[src/rtl/cmdbus_pkg.sv]
package cmdbus_pkg;
  localparam int WORD_W = 16;
  localparam int CODE_W = 8;

  typedef enum logic [2:0] {
    TGT_NONE,
    TGT_CFG_WR,
    TGT_CFG_RD,
    TGT_SETUP_WR,
    TGT_SETUP_RD,
    TGT_UNLOCK
  } tgt_e;

  localparam logic [3:0] GRP_CFG_WR = 4'h2;
  localparam logic [3:0] GRP_CFG_RD = 4'h3;
  localparam logic [CODE_W-1:0] OP_SETUP_WR = 8'hC0;
  localparam logic [CODE_W-1:0] OP_SETUP_RD = 8'hC1;
  localparam logic [CODE_W-1:0] OP_UNLOCK   = 8'hB0;
  localparam logic [CODE_W-1:0] OP_RELOCK   = 8'hD0;
  localparam logic [WORD_W-1:0] UNLOCK_KEY  = 16'hAA37;
endpackage

[src/rtl/cmdbus_decoder.sv]
module cmdbus_decoder
  import cmdbus_pkg::*;
#(
  parameter int N_CFG = 16,
  parameter int CNT_W = 3,
  localparam int IDX_W = $clog2(N_CFG)
) (
  input  logic              clk,
  input  logic              rst_n,
  input  logic              cmd_stb,
  input  logic              data_stb,
  input  logic [CODE_W-1:0] code_in,
  output tgt_e              tgt,
  output logic [IDX_W-1:0]  cfg_idx,
  output logic [CNT_W-1:0]  word_idx,
  output logic              relock_now
);
  logic [CODE_W-1:0] code_q;
  logic              valid_q;
  logic              idx_ok;

  // Latch the code on a command phase; count data words after it.
  always_ff @(posedge clk or negedge rst_n) begin
    if (!rst_n) begin
      code_q   <= '0;
      valid_q  <= 1'b0;
      word_idx <= '0;
    end else if (cmd_stb) begin
      code_q   <= code_in;
      valid_q  <= (code_in != OP_RELOCK);
      word_idx <= '0;
    end else if (data_stb && (word_idx != {CNT_W{1'b1}})) begin
      word_idx <= word_idx + 1'b1;
    end
  end

  // Relock needs no data phase: it acts on the command edge itself.
  assign relock_now = cmd_stb && (code_in == OP_RELOCK);

  assign idx_ok  = int'(code_q[3:0]) < N_CFG;
  assign cfg_idx = code_q[IDX_W-1:0];

  always_comb begin
    tgt = TGT_NONE;
    if (valid_q) begin
      if (code_q[7:4] == GRP_CFG_WR && idx_ok)      tgt = TGT_CFG_WR;
      else if (code_q[7:4] == GRP_CFG_RD && idx_ok) tgt = TGT_CFG_RD;
      else if (code_q == OP_SETUP_WR)               tgt = TGT_SETUP_WR;
      else if (code_q == OP_SETUP_RD)               tgt = TGT_SETUP_RD;
      else if (code_q == OP_UNLOCK)                 tgt = TGT_UNLOCK;
    end
  end
endmodule

[src/rtl/cmdbus_lock.sv]
module cmdbus_lock
  import cmdbus_pkg::*;
#(
  parameter int CNT_W = 3
) (
  input  logic              clk,
  input  logic              rst_n,
  input  logic              resume_evt,
  input  logic              relock_now,
  input  logic              data_wr,
  input  tgt_e              tgt,
  input  logic [CNT_W-1:0]  word_idx,
  input  logic [WORD_W-1:0] wdata,
  output logic              unlock_hit,
  output logic              locked
);
  assign unlock_hit = data_wr && (tgt == TGT_UNLOCK) &&
                      (word_idx == '0) && (wdata == UNLOCK_KEY);

  // Locking events take priority over the key.
  always_ff @(posedge clk or negedge rst_n) begin
    if (!rst_n)                        locked <= 1'b0;
    else if (resume_evt || relock_now) locked <= 1'b1;
    else if (unlock_hit)               locked <= 1'b0;
  end
endmodule

[src/rtl/cmdbus_cfg_regs.sv]
module cmdbus_cfg_regs
  import cmdbus_pkg::*;
#(
  parameter int N_CFG       = 16,
  parameter int CFG_W       = 8,
  parameter int SETUP_WORDS = 2,
  localparam int IDX_W = $clog2(N_CFG),
  localparam int SEL_W = (SETUP_WORDS > 1) ? $clog2(SETUP_WORDS) : 1
) (
  input  logic                          clk,
  input  logic                          rst_n,
  input  logic                          locked,
  input  logic                          cfg_we,
  input  logic [IDX_W-1:0]              cfg_idx,
  input  logic [CFG_W-1:0]              cfg_wd,
  input  logic                          setup_we,
  input  logic [SEL_W-1:0]              setup_sel,
  input  logic [WORD_W-1:0]             setup_wd,
  output logic [CFG_W-1:0]              cfg_rd,
  output logic [WORD_W-1:0]             setup_rd,
  output logic [N_CFG*CFG_W-1:0]        cfg_flat,
  output logic [SETUP_WORDS*WORD_W-1:0] setup_flat
);
  for (genvar i = 0; i < N_CFG; i++) begin : g_cfg
    logic [CFG_W-1:0] q;
    always_ff @(posedge clk or negedge rst_n) begin
      if (!rst_n)                                            q <= '0;
      else if (cfg_we && !locked && cfg_idx == IDX_W'(i))    q <= cfg_wd;
    end
    assign cfg_flat[i*CFG_W +: CFG_W] = q;
  end

  for (genvar w = 0; w < SETUP_WORDS; w++) begin : g_setup
    logic [WORD_W-1:0] q;
    always_ff @(posedge clk or negedge rst_n) begin
      if (!rst_n)                                              q <= '0;
      else if (setup_we && !locked && setup_sel == SEL_W'(w))  q <= setup_wd;
    end
    assign setup_flat[w*WORD_W +: WORD_W] = q;
  end

  assign cfg_rd   = cfg_flat[cfg_idx*CFG_W +: CFG_W];
  assign setup_rd = setup_flat[setup_sel*WORD_W +: WORD_W];
endmodule

[src/rtl/cmdbus_slave.sv]
module cmdbus_slave
  import cmdbus_pkg::*;
#(
  parameter int N_CFG       = 16,
  parameter int CFG_W       = 8,
  parameter int SETUP_WORDS = 2,
  parameter int CNT_W       = 3
) (
  input  logic              clk,
  input  logic              rst_n,
  input  logic              bus_cs,
  input  logic              bus_rd,
  input  logic              bus_wr,
  input  logic              bus_a0,
  input  logic [WORD_W-1:0] bus_wdata,
  output logic [WORD_W-1:0] bus_rdata,
  input  logic              resume_evt
);
  localparam int IDX_W = $clog2(N_CFG);
  localparam int SEL_W = (SETUP_WORDS > 1) ? $clog2(SETUP_WORDS) : 1;

  logic cmd_stb, data_wr, data_rd, single;
  tgt_e tgt;
  logic [IDX_W-1:0] cfg_idx;
  logic [CNT_W-1:0] word_idx;
  logic relock_now, unlock_hit, locked_q;
  logic cfg_we, setup_we, setup_in_range;
  logic [CFG_W-1:0]  cfg_rd;
  logic [WORD_W-1:0] setup_rd, rd_next;
  logic [N_CFG*CFG_W-1:0]        cfg_flat;
  logic [SETUP_WORDS*WORD_W-1:0] setup_flat;

  // Exactly one strobe, with chip select, qualifies an access.
  assign single  = bus_cs && (bus_rd ^ bus_wr);
  assign cmd_stb = single && bus_wr && bus_a0;
  assign data_wr = single && bus_wr && !bus_a0;
  assign data_rd = single && bus_rd && !bus_a0;

  cmdbus_decoder #(.N_CFG(N_CFG), .CNT_W(CNT_W)) u_dec (
    .clk(clk), .rst_n(rst_n), .cmd_stb(cmd_stb),
    .data_stb(data_wr || data_rd), .code_in(bus_wdata[CODE_W-1:0]),
    .tgt(tgt), .cfg_idx(cfg_idx), .word_idx(word_idx),
    .relock_now(relock_now)
  );

  cmdbus_lock #(.CNT_W(CNT_W)) u_lock (
    .clk(clk), .rst_n(rst_n), .resume_evt(resume_evt),
    .relock_now(relock_now), .data_wr(data_wr), .tgt(tgt),
    .word_idx(word_idx), .wdata(bus_wdata),
    .unlock_hit(unlock_hit), .locked(locked_q)
  );

  assign setup_in_range = int'(word_idx) < SETUP_WORDS;
  assign cfg_we   = data_wr && (tgt == TGT_CFG_WR) && (word_idx == '0);
  assign setup_we = data_wr && (tgt == TGT_SETUP_WR) && setup_in_range;

  cmdbus_cfg_regs #(.N_CFG(N_CFG), .CFG_W(CFG_W), .SETUP_WORDS(SETUP_WORDS)) u_regs (
    .clk(clk), .rst_n(rst_n), .locked(locked_q),
    .cfg_we(cfg_we), .cfg_idx(cfg_idx), .cfg_wd(bus_wdata[CFG_W-1:0]),
    .setup_we(setup_we), .setup_sel(word_idx[SEL_W-1:0]), .setup_wd(bus_wdata),
    .cfg_rd(cfg_rd), .setup_rd(setup_rd),
    .cfg_flat(cfg_flat), .setup_flat(setup_flat)
  );

  always_comb begin
    rd_next = '0;
    case (tgt)
      TGT_CFG_RD:   if (word_idx == '0) rd_next = WORD_W'(cfg_rd);
      TGT_SETUP_RD: if (setup_in_range) rd_next = setup_rd;
      default:      rd_next = '0;
    endcase
  end

  always_ff @(posedge clk or negedge rst_n) begin
    if (!rst_n)       bus_rdata <= '0;
    else if (data_rd) bus_rdata <= rd_next;
  end
endmodule

[config.mk]
export PLATFORM = sky130hd
export DESIGN_NAME = cmdbus_slave
export DESIGN_NICKNAME = d
export VERILOG_FILES = /design/src/rtl/cmdbus_pkg.sv /design/src/rtl/cmdbus_decoder.sv /design/src/rtl/cmdbus_lock.sv /design/src/rtl/cmdbus_cfg_regs.sv /design/src/rtl/cmdbus_slave.sv
export SDC_FILE = /design/constraint.sdc
export NUM_CORES = 1
export LEC_CHECK = 0
export BUFFER_PORTS_ARGS = -buffer_cell sky130_fd_sc_hd__buf_2
export CORE_ASPECT_RATIO = 0.7
export CORE_MARGIN = 2
export CORE_UTILIZATION = 59
export CTS_BUF_LIST = sky130_fd_sc_hd__clkbuf_16
export CTS_CLUSTER_SIZE = 24
export DETAILED_ROUTE_END_ITERATION = 16
export PLACE_DENSITY = 0.77
export SLEW_MARGIN = 40
export SYNTH_ARGS = -nofsm -noshare
export SYNTH_HDL_FRONTEND = slang
export SYNTH_SLANG_ARGS = --single-unit
[constraint.sdc]
create_clock -name clk -period 3 [get_ports clk]
set_input_delay 0.6 -clock clk [delete_from_list [all_inputs] [get_ports clk]]
set_output_delay 0.6 -clock clk [all_outputs]
set_load 0.01 [all_outputs]
### After elaboration in Yosys (flattened, before gate mapping)

Cells that the tools add are included.

| cells by class | value |
|---|---|
| equality and inequality tests | 29 |
| bitwise operators | 2 |
| reduce and logical (&&, ||, !) cells | 43 |
| add/subtract/negate cells | 1 |
| shift-type cells | 2 |
| magnitude comparators | 1 |
| muxes and demuxes | 13 |

Operators by type and width:

| kind | count |
|---|---|
| 128-bit by 8-bit indexed part select with 8-bit output | 1 |
| 1-bit logical AND | 35 |
| 4-bit == test, second input constant | 8 |
| 8-bit == test, second input constant | 4 |
| 16-bit case mux with 2 select lines | 1 |
| 32-bit by 6-bit indexed part select with 16-bit output | 1 |
| 3-bit two-way mux | 8 |
| 16-bit == test, second input constant | 1 |
| 4-bit by 2-bit == test with 1-bit output, second input constant | 4 |
| 4-bit by 3-bit == test with 1-bit output, second input constant | 4 |
| 16-bit two-way mux | 1 |
| 8-bit two-way mux | 1 |
| 8-bit inequality test, second input constant | 1 |
| 3-bit by 2-bit == test with 1-bit output, second input constant | 2 |
| 3-bit == test, second input constant | 2 |
| 4-bit by 1-bit == test with 1-bit output, second input constant | 1 |
| 4-bit logical NOT | 1 |
| 2-bit nonzero test | 2 |
| 3-bit by 1-bit adder with 3-bit output, second input constant | 1 |
| 3-bit by 1-bit == test with 1-bit output, second input constant | 1 |
| 3-bit logical NOT | 1 |
| 3-bit by 2-bit less-than comparator with 1-bit output, second input constant | 1 |
| 3-bit inequality test, second input constant | 1 |
| 1-bit logical NOT | 2 |
| other kinds (4) | 6 |

| storage, ports and cells | value |
|---|---|
| bits in registers | 189 |
| output and inout port bits | 16 |
| input port bits | 23 |

### Longest topological paths before layout

| logic depth | value |
|---|---|
| depth after elaboration | 13 |
| depth in mapped cells | 8 |

### Hierarchy

Synthesis repeated with hierarchy kept, for this count alone.

| second synthesis, totals | value |
|---|---|
| cell total of the unflattened synthesis | 607 |
| area, all modules | 8804.7 µm² |

Modules (own cells, without submodules):

| module | seq. area each (µm²) | times used | area each (µm²) | cells each |
|---|---|---|---|---|
| cmdbus_cfg_regs | 4003.8 | 1 | 7233.2 | 450 |
| cmdbus_slave | 400.4 | 1 | 805.8 | 86 |
| cmdbus_decoder | 300.3 | 1 | 635.6 | 58 |
| cmdbus_lock | 25.0 | 1 | 130.1 | 13 |

### Worst setup path after synthesis

Ideal clock, no wire load.

| timing path | value |
|---|---|
| path kind | input to register |
| start point | in bus_a0 |
| end point | reg u_regs.g_setup[0].q[10] |
| data arrival time | 2.537 ns |
| setup slack | 0.338 ns |
| buffers on the path | 1 |
| stages | 6 |
| required time | 2.875 ns |
| setup time | 0.125 ns |
| cells stage by stage | nand4bb_4 > or4_1 > a2111o_1 > nor3_2 > buf_4 > mux2_2 |

| between the ends | value |
|---|---|
| word-level cells in the longest chain between the ends | 6 |

RTL lines:

| element | line | text |
|---|---|---|
| start, declared | cmdbus_slave.sv:14 | `input logic bus_a0,` |
| 1-bit logical NOT | cmdbus_slave.sv:36 | `assign data_wr = single && bus_wr && !bus_a0;` |
| 1-bit logical AND | cmdbus_slave.sv:36 |  |
| 1-bit logical AND (2 in a row) | cmdbus_slave.sv:55 | `assign setup_we = data_wr && (tgt == TGT_SETUP_WR) && setup_in_range;` |
| 1-bit logical AND (2 in a row) | cmdbus_cfg_regs.sv:37 | `else if (setup_we && !locked && setup_sel == SEL_W'(w)) q <= setup_wd;` |
| end signal, assigned | cmdbus_cfg_regs.sv:37 |  |
| end, declared | cmdbus_cfg_regs.sv:34 | `logic [WORD_W-1:0] q;` |

Every way passes these cells.
A chain may end at the register's enable or synchronous reset.

### Worst setup path after layout

| timing path | value |
|---|---|
| start point | reg u_dec.code_q[0] |
| end point | reg u_regs.g_setup[1].q[12] |

| between the ends | value |
|---|---|
| word-level cells in the longest chain between the ends | 12 |
| elaborated cells between the ends (all ways) | 14 |

RTL lines:

| element | line | text |
|---|---|---|
| start, declared | cmdbus_decoder.sv:18 | `logic [CODE_W-1:0] code_q;` |
| start signal, assigned | cmdbus_decoder.sv:29 | `code_q <= code_in;` |
| 8-bit == test | cmdbus_decoder.sv:50 | `else if (code_q == OP_UNLOCK) tgt = TGT_UNLOCK;` |
| 3-bit two-way mux | cmdbus_decoder.sv:50 |  |
| 3-bit two-way mux | cmdbus_decoder.sv:49 | `else if (code_q == OP_SETUP_RD) tgt = TGT_SETUP_RD;` |
| 3-bit two-way mux * | cmdbus_decoder.sv:48 | `else if (code_q == OP_SETUP_WR) tgt = TGT_SETUP_WR;` |
| 3-bit two-way mux * | cmdbus_decoder.sv:47 | `else if (code_q[7:4] == GRP_CFG_RD && idx_ok) tgt = TGT_CFG_RD;` |
| 3-bit two-way mux * | cmdbus_decoder.sv:46 | `if (code_q[7:4] == GRP_CFG_WR && idx_ok) tgt = TGT_CFG_WR;` |
| 3-bit two-way mux * | cmdbus_decoder.sv:45 | `if (valid_q) begin` |
| 3-bit by 2-bit == test with 1-bit output * | cmdbus_slave.sv:55 |  |
| 1-bit logical AND * (2 in a row) | cmdbus_slave.sv:55 |  |
| 1-bit logical AND * (2 in a row) | cmdbus_cfg_regs.sv:37 |  |
| end signal, assigned | cmdbus_cfg_regs.sv:37 |  |
| end, declared | cmdbus_cfg_regs.sv:34 |  |

Mark *: on every way between the ends. The rest lies on a longest branch, timed or not.

==> run_results.csv <==
group,metric,value,unit
worst_setup_path,reg2reg_to,"u_regs.g_setup[1].q[12]",
die,core,0.0146,mm2
yosys,synth_edf_count,0,
yosys,syn-num-nets,631,
clocking,cts.htree.levels,4,
route,met1Wirelength,9170,um
yosys,synth_most_common_cell,"dfrtp_1",
placed_design,hpwl,13200,um
die,pin_count,39,
yosys,synth-seq-cells,189,
finish,syn_to_final_growth,12.2,%
run_status,run_status,"completed",
power_and_ir_drop,peakVddDrop,0.414,mV
yosys,synth-warning-count,0,
route,wire_per_inst,23.2,um
worst_setup_path,reg2regPathDepth,7,
die,chipWidth,149,um
die,die_area,0.0158,mm2
route,initialDrtViolationCount,417,
yosys,yosysTopAreaCell,"dfrtp_1",
worst_setup_path,cp_slowest_cell,"buf_4",
clocking,clk-insertion-delay-late,0.43,ns
min_path,hold_path_class,"in2async",
clocking,clock-root-buffer,"clkbuf_16",
route,wl_met3,1010,um
worst_setup_path,crit_path_cell_trace,"buf_4, nor4bb_1, o2111a_1, a2111o_1, or3_1, buf_4, mux2_4",
route,drt_wl_total,19800,um
sta,slew_headroom,52.2,%
finish,drive_gt1_share,47.2,%
finish,fin_nets,672,
sta,setup_viol,0,
sta,min_period_over_period,91.3,%
worst_setup_path,required,3.31,ns
power_and_ir_drop,finalPower,5.53,mW
clocking,cts.clk_slew.worst_paths,0.07,ns
worst_setup_path,cp_common_cell,"buf_4",
worst_setup_path,crit_type,"reg2reg",
yosys,synth_ff_type,"dfrtp_1",
worst_setup_path,worstPathArrival,3.05,ns
power_and_ir_drop,p_leak,4.69,nW
clocking,clock_path_buffers,2,
worst_setup_path,r2r_setup_slack,0.26,ns
die,initial_core_util,59.8,%
sta,hold_violations,0,
clocking,cts_resized,0,
finish,fin_util,67.1,%
yosys,async_flop_share,100,%
global_routing,grt_first_pass_wirelength,31900,um
power_and_ir_drop,power.density,565,mW/mm2
sta,fin_worst_skew,0.0160,ns
clocking,cts_sinks,189,
placed_design,postPlaceCellArea,0.00921,mm2
yosys,syn_inst,605,
global_routing,grt_pass1_vias,5585,
yosys,synth_top_area_share,54.2,%
die,rows,37,
route,drt_first_pass_iters,5,
route,route.met2.wl,9390,um
worst_setup_path,endpoint_kind,"flip-flop",
clocking,cts_tree,"yes",
worst_setup_path,cp_max_fo,30,
yosys,postSynthAreaPerCell,14.4,um2
clocking,ctsHoldBuffers,0,
worst_setup_path,reg2reg_from,"u_dec.code_q[0]",
yosys,synth.area.top_cells,"dfrtp_1 54%, mux2_2 20%, mux4_2 8.3%, mux2i_1 1.8%, mux2_4 1.7%",
yosys,synthesis.area,0.00872,mm2
route,ant_nets,0,
route,drcViolationCount,0,
sta,report.final.slew_viol_count,0,
flow_run,cap_violations,0,
route,routed.top_layer,"met4",
worst_setup_path,crit_path_start_kind,"flip-flop",
sta,fin_setup_tns,0,ns
placed_design,port-buffer-count,38,
global_routing,antenna_found_initial,0,
global_routing,grt_max_degree,65,
route,viasPerCell,6.29,
placed_design,place_congestion,0.879,
clocking,cts_setup_buffers,0,
yosys,synth_common_cells,"189 x dfrtp_1, 158 x mux2_2, 38 x nand2_1",
route,vias,5375,
sta,finalCriticalPeriod,2.74,ns
worst_setup_path,slowest_delay,0.47,ns
finish,diodes,0,
finish,fin_area,0.00979,mm2
yosys,synth_cell_type_count,50,
clocking,cts_buffers,17,
global_routing,grt_usage,27.0,%
die,die_y,106,um
global_routing,grt_overflow,0,
sta,rsz0062_at_grt,"false",
sta,max_freq,0.365,GHz
sta,tightestPinTransition,0.713,ns
yosys,ys_seq_area_share,54.2,%
## metrics by stage
stage,setup WS (ns),instances,hold slack (ns)
2_1_floorplan,0.338,605,0.304
3_3_place_gp,0.266,822,0.458
3_5_place_dp,0.211,822,0.466
4_1_cts,0.227,854,0.189
5_1_grt,0.0799,854,0.209
6_report,0.261,854,0.168
## critical path: cells and delay by family, from the launching register on
kind                   cells  cell delay, ns
AOI/OAI and AO/OA          2            0.74
DFF                        1            0.39
and+or+nand+nor            2            0.46
muxes                      1            0.32
buffers and inverters      2            0.70
## layout make-up
cell class | instances | area (um2)
clock buffer | 17 | 425
clock inverter | 15 | 150
fill | 991 | 4800
inverter | 7 | 26.3
multi-input combinational | 368 | 3790
sequential | 189 | 4730
tap | 195 | 244
timing repair buffer | 63 | 422
## worst max-delay path by stage
stage | start | end | slack (ns) | cells past startpoint
final | u_dec.code_q[0] | u_regs.g_setup[1].q[12] | 0.26 | 7
after global placement | bus_a0 | u_regs.g_setup[1].q[13] | 0.27 | 7
after global routing | u_dec.code_q[0] | u_regs.g_setup[1].q[6] | 0.08 | 7
after floorplan | bus_a0 | u_regs.g_setup[0].q[10] | 0.34 | 6
after detailed placement | bus_a0 | u_regs.g_setup[1].q[11] | 0.21 | 7
after CTS | u_dec.code_q[0] | u_regs.g_setup[1].q[12] | 0.23 | 7
## cells in the final DEF (no fill, tap or decap), types with 2 or more instances in the layout
master,count
clkinvlp_4,2
nor2_2,8
nor2b_1,4
nand4_1,3
buf_4,22
a22oi_1,16
buf_2,37
nor3_1,4
clkbuf_16,17
mux2_2,158
dfrtp_1,188
ha_1,3
nor3_2,2
mux2i_1,16
inv_6,4
nand4b_1,4
nand3b_1,4
mux2_4,10
clkinv_4,2
or4_1,3
o21ai_0,11
clkinv_8,2
nor2_1,7
mux4_2,32
and2_1,2
nand2_1,38
buf_12,3
nor4_1,3
o211ai_1,9
or3_1,3
inv_8,4
inv_1,7
a2111o_1,2
nor3b_2,2
nand3_1,6
## kinds of logic after synthesis
family / share of synthesized area (%)
multiplexers: 32.2
flip-flops: 54.2
AND/OR/NAND/NOR: 7.03
buffers and inverters: 2.41
AO/OA/AOI/OAI: 3.59
adder cells (fa/ha/maj): 0.430
XOR/XNOR: 0.100
## routing by layer
| metal | track usage (%) | vias to the layer above |
|---|---|---|
| li1 | - | 2329 |
| met1 | 40.6 | 2862 |
| met2 | 40.4 | 164 |
| met3 | 5.89 | 20 |
| met4 | 7.14 | 0 |
| met5 | 0 | - |
## power by group
part | internal (mW) | leakage [nW] | switching [mW]
sequential | 2.61 | 2.60 | 0.0673
clock | 1.11 | 0.278 | 1.08
combinational | 0.254 | 1.81 | 0.415
## state kept, by name, summed over array words and instances (netlist names)
signal / count
u_dec.valid_q: 1
u_dec.code_q: 8
u_dec.word_idx: 3
u_regs.g_cfg.q: 128
bus_rdata: 16
u_lock.locked: 1
u_regs.g_setup.q: 32
No activity file was read; power rests on OpenSTA's default activity.
